### src/rtl/tick_timer.sv
module tick_timer #(
  parameter int          CNT_W = 24,
  parameter logic [31:0] CALIB = 32'd10000
) (
  input  logic        clk,
  input  logic        rst,
  input  logic        ref_tick,
  input  logic        rd_en,
  input  logic        wr_en,
  input  logic [1:0]  addr,
  input  logic [31:0] wdata,
  output logic [31:0] rdata,
  output logic        irq
);

  localparam logic [1:0] A_CTRL = 2'd0;
  localparam logic [1:0] A_RELD = 2'd1;
  localparam logic [1:0] A_CURR = 2'd2;
  localparam logic [1:0] A_CALB = 2'd3;
  localparam int         FLAG_BIT = 16;

  logic             en_q, ie_q, cs_q, flag_q, irq_q;
  logic [CNT_W-1:0] reload_q, cnt_q;

  logic ctrl_wr, reld_wr, curr_wr, ctrl_rd;
  assign ctrl_wr = wr_en && (addr == A_CTRL);
  assign reld_wr = wr_en && (addr == A_RELD);
  assign curr_wr = wr_en && (addr == A_CURR);
  assign ctrl_rd = rd_en && (addr == A_CTRL);

  logic en_n, ie_n, cs_n;
  assign en_n = ctrl_wr ? wdata[0] : en_q;
  assign ie_n = ctrl_wr ? wdata[1] : ie_q;
  assign cs_n = ctrl_wr ? wdata[2] : cs_q;

  logic load, step, wrap;
  assign load = curr_wr || (ctrl_wr && wdata[0] && (!en_q || (wdata[2] != cs_q)));
  assign step = en_n && !load && (cs_q || ref_tick);
  assign wrap = step && (cnt_q == '0);

  always_ff @(posedge clk) begin
    if (rst) begin
      en_q     <= 1'b0;
      ie_q     <= 1'b0;
      cs_q     <= 1'b0;
      flag_q   <= 1'b0;
      irq_q    <= 1'b0;
      reload_q <= '0;
      cnt_q    <= '0;
    end else begin
      en_q  <= (wrap && (reload_q == '0)) ? 1'b0 : en_n;
      ie_q  <= ie_n;
      cs_q  <= cs_n;
      irq_q <= wrap && ie_n;
      if (reld_wr)
        reload_q <= wdata[CNT_W-1:0];
      if (load || wrap)
        cnt_q <= reload_q;
      else if (step)
        cnt_q <= cnt_q - 1'b1;
      if (wrap)
        flag_q <= 1'b1;
      else if (ctrl_rd || curr_wr)
        flag_q <= 1'b0;
    end
  end

  assign irq = irq_q;

  always_comb begin
    rdata = '0;
    if (rd_en) begin
      unique case (addr)
        A_CTRL: begin
          rdata[FLAG_BIT] = flag_q;
          rdata[2:0]      = {cs_q, ie_q, en_q};
        end
        A_RELD: rdata = 32'(reload_q);
        A_CURR: rdata = en_q ? 32'(cnt_q) : '0;
        A_CALB: rdata = CALIB;
        default: rdata = '0;
      endcase
    end
  end

  logic unused_wdata_hi;
  assign unused_wdata_hi = ^wdata;

endmodule

### config.mk
export PLATFORM = sky130hd
export DESIGN_NAME = tick_timer
export DESIGN_NICKNAME = d
export VERILOG_FILES = /design/src/rtl/tick_timer.sv
export SDC_FILE = /design/constraint.sdc
export NUM_CORES = 1
export LEC_CHECK = 0
export ABC_CLOCK_PERIOD_IN_PS = 3200
export CORE_ASPECT_RATIO = 0.6
export CORE_UTILIZATION = 51
export DETAILED_ROUTE_END_ITERATION = 6
export PLACE_DENSITY = 0.83
export RECOVER_POWER = 50
export SLEW_MARGIN = 10
export SYNTH_ARGS = -nofsm -noshare
export SYNTH_HDL_FRONTEND = slang
export SYNTH_SLANG_ARGS = --single-unit
export TNS_END_PERCENT = 20
### constraint.sdc
create_clock -name clk -period 3.2 [get_ports clk]
set_clock_uncertainty 0.05 [all_clocks]
set_input_delay 0.8 -clock clk [delete_from_list [all_inputs] [get_ports clk]]
set_output_delay 0.8 -clock clk [all_outputs]
set_load 0.02 [all_outputs]
==> flow_summary.ini <==
[outcome]
outcome = complete, no violations

[die]
fp.coreArea_um2 = 6170
chipHeight_um = 64.1
start_util_pct = 53.2
floorplan_die_area_um2 = 6770
fp-row-count = 22
design.portCount = 72
fp.dieW_um = 106

[setup_path]
required_ps = 2350
cp_max_fo = 5
kind_of_end_point_of_the_critical_path = primary output
setup.worst_path.class = in2out
crit_path_start_kind = input port
timing.critical_path.arrival_ps = 2310

[synthesis]
syn_area_um2 = 3280
post-synth-top-area-fraction_pct = 32.3
proportion_of_register_bits_with_asynchronous_set_or_reset_after_synthesis_pct = 0
dominant_register_cell_in_the_synthesized_netlist = sky130_fd_sc_hd__dfxtp_1
yosysWarningCount = 0
ys_seq_elements = 53
synth_cell_types = 68
synthesis.instances = 430
yosysTopAreaCell = sky130_fd_sc_hd__dfxtp_1
synth_seq_area_share_pct = 32.3
synth_edf_count = 0
synth.top_cells.by_area = sky130_fd_sc_hd__dfxtp_1 (32%), sky130_fd_sc_hd__nand2_1 (8.6%), sky130_fd_sc_hd__a21oi_1 (7.6%), sky130_fd_sc_hd__a22oi_1 (5.0%), sky130_fd_sc_hd__nor2_1 (5.0%)
post_synth.cell_area_avg_um2 = 7.63

[pwr]
p_switching_mw = 0.582
leakagePower_nw = 1.59
internal-power_mw = 1.15
power.share.switching_pct = 33.7
comb_power_share_pct = 28.6
pwr-share-clk_pct = 28.5
power_mw = 1.73
worst_ir_drop_vdd_v = 0.000210
seq_power_share_pct = 42.9
power_density_nw_per_um2 = 412

[sta]
timing_worst_slew_pin_value_ps = 751
fin_hold_viols = 0
timing.final.max_slew_violations = 0
finalSetupViolCount = 0
achievable-frequency_mhz = 316
grt_setup_unrepaired = true
period_minus_slack_ps = 3160
finalCritPeriodShare_pct = 98.8
maxSlewHeadroom_pct = 49.9

[global_routing]
grt_overflow_total = 0
wire_length_of_the_first_global_routing_pass_um = 17100
first_global_vias = 3366
antenna_found_initial = 0
maximum_number_of_pins_on_one_net_before_global_route_repair = 47
grt_use_total_pct = 32.6

[drt]
postRouteWirelength_um = 10700
drt-pass1-iter-count = 5
route.antenna.remaining_nets = 0
routed-via-count = 3657
post_drt_wl_per_cell_um = 18.3
route.detailed.vias_per_inst = 6.22
residual_drc = 0
drt-initial-drc-count = 335

[finish]
fin_nets = 549
area_growth_syn_to_layout_pct = 28.0
fillCellCount = 540
share_of_cells_above_drive_strength_1_pct = 21.2
antenna_cells_inserted = 0
layout.cell_area.non_filler_um2 = 4200

[placement]
detailedPlacementHpwl_um = 7970
placedInstanceArea_um2 = 4120
gpl.final_weighted_congestion = 0.968
buffer_ports.inserted = 55

[clock_tree]
clock_sinks = 53
cts_made_buffers = 5
clk_transition_reported_paths_ps = 100
hold_buffers = 0
post-cts-setup-buffers = 0
ctsRootBufferMaster = sky130_fd_sc_hd__clkbuf_8
max-clock-path-buffers = 2
insertion_delay_ps = 320
htree_levels = 2
tritoncts = built

[worst_hold_path]
min-delay-path-class = reg2reg

[run]
drv.max_cap_violation_count = 0
==> final timing paths <==
kind                                from        end  slack (ps)  cells past startpoint
worst max-delay path             addr[1]   rdata[2]          40                      7
worst min-delay path              flag_q     flag_q         440                      2
worst max register to register  cnt_q[0]  cnt_q[16]         610                      8
worst min register to register    flag_q     flag_q         440                      2
==> sequential cells by signal, summed over array words and instances (netlist names) <==
| register | count |
|---|---|
| irq | 1 |
| flag_q | 1 |
| ie_q | 1 |
| cnt_q | 24 |
| cs_q | 1 |
| reload_q | 24 |
| en_q | 1 |
==> metal layers <==
metal	wire, um	global-route usage (%)
met1	4610	44.8
met2	4690	50.1
met3	1280	9.90
met4	146	7.64
met5	0	0
==> Yosys cell counts, drive strengths merged (11+ instances only) <==
library cell and count:
nor2 45, nor3 12, a21oi 51, nor4 14
a22oi 22, nand3 11, dfxtp 53, o21ai 12
buf 15, clkbuf 21, nand2 77
==> power groups by stage <==
stage | Clock [mW] | Combinational (mW) | Sequential, mW
6_report | 0.493 | 0.494 | 0.742
5_1_grt | 0.518 | 0.535 | 0.747
4_1_cts | 0.493 | 0.480 | 0.739
3_5_place_dp | 0 | 0.478 | 0.754
3_3_place_gp | 0 | 0.468 | 0.752
2_1_floorplan | 0 | 0.327 | 0.736
==> placed cells by master (no fill, tap or decap), types with 7 or more instances in the layout <==
cell type                         instances
sky130_fd_sc_hd__nor2_1                  44
sky130_fd_sc_hd__dfxtp_1                 53
sky130_fd_sc_hd__a22oi_1                 21
sky130_fd_sc_hd__a21oi_1                 49
sky130_fd_sc_hd__nor3_1                   8
sky130_fd_sc_hd__buf_4                   42
sky130_fd_sc_hd__nand2_1                 74
sky130_fd_sc_hd__o21ai_0                  8
sky130_fd_sc_hd__clkdlybuf4s50_1         30
sky130_fd_sc_hd__o22ai_1                  7
sky130_fd_sc_hd__conb_1                   8
sky130_fd_sc_hd__buf_2                   17
sky130_fd_sc_hd__nor4_1                  10
sky130_fd_sc_hd__nand3_1                 11
==> stage by stage <==
stage / hold slack [ps] / setup TNS [ps] / instances / utilization, % / setup WS, ps
floorplan: 387 / 0 / 437 / - / 238
global placement: 403 / -10090 / 580 / 66.9 / -478
detailed placement: 420 / -11080 / 580 / 66.9 / -500
CTS: 433 / -56.4 / 588 / 67.4 / -54.6
global route: 445 / -190 / 588 / 68.1 / -37.6
finish: 436 / 0 / 588 / 68.1 / 40.0
==> layout make-up <==
type                       instances  area (um2)  area share [%]
tap                               84         105            2.50
timing repair buffer              95         805            19.2
multi-input combinational        341        2080            49.6
clock buffer                       6        82.6            1.97
sequential                        53        1060            25.3
clock inverter                     2        37.5           0.894
inverter                           7        26.3           0.626
==> worst max-delay path, stage by stage <==
cell	delay [ps]
sky130_fd_sc_hd__clkdlybuf4s50_1	550
sky130_fd_sc_hd__ha_1	210
sky130_fd_sc_hd__and2_4	210
sky130_fd_sc_hd__a22oi_1	70
sky130_fd_sc_hd__o21ai_0	170
sky130_fd_sc_hd__and2_1	140
sky130_fd_sc_hd__buf_2	160
==> repair_timing <==
action                                  in CTS  in global routing
gates resized for setup                    102                 15
endpoints found under the setup margin      24                 22
cloned                                       0                  0
==> cells by family (layout without fill, tap and decap cells) <==
| kind of cell | Yosys count | after routing | share of synthesized area (%) |
|---|---|---|---|
| AO/OA/AOI/OAI | 134 | 134 | 28.1 |
| flip-flops | 53 | 53 | 32.3 |
| XOR/XNOR | 4 | 4 | 1.07 |
| AND/OR/NAND/NOR | 187 | 187 | 28.9 |
| adder cells (fa/ha/maj) | 7 | 7 | 2.67 |
| buffers and inverters | 43 | 110 | 6.56 |
| other | 1 | 8 | 0.114 |
| multiplexers | 1 | 1 | 0.305 |
(Power assumes the default switching activity.)
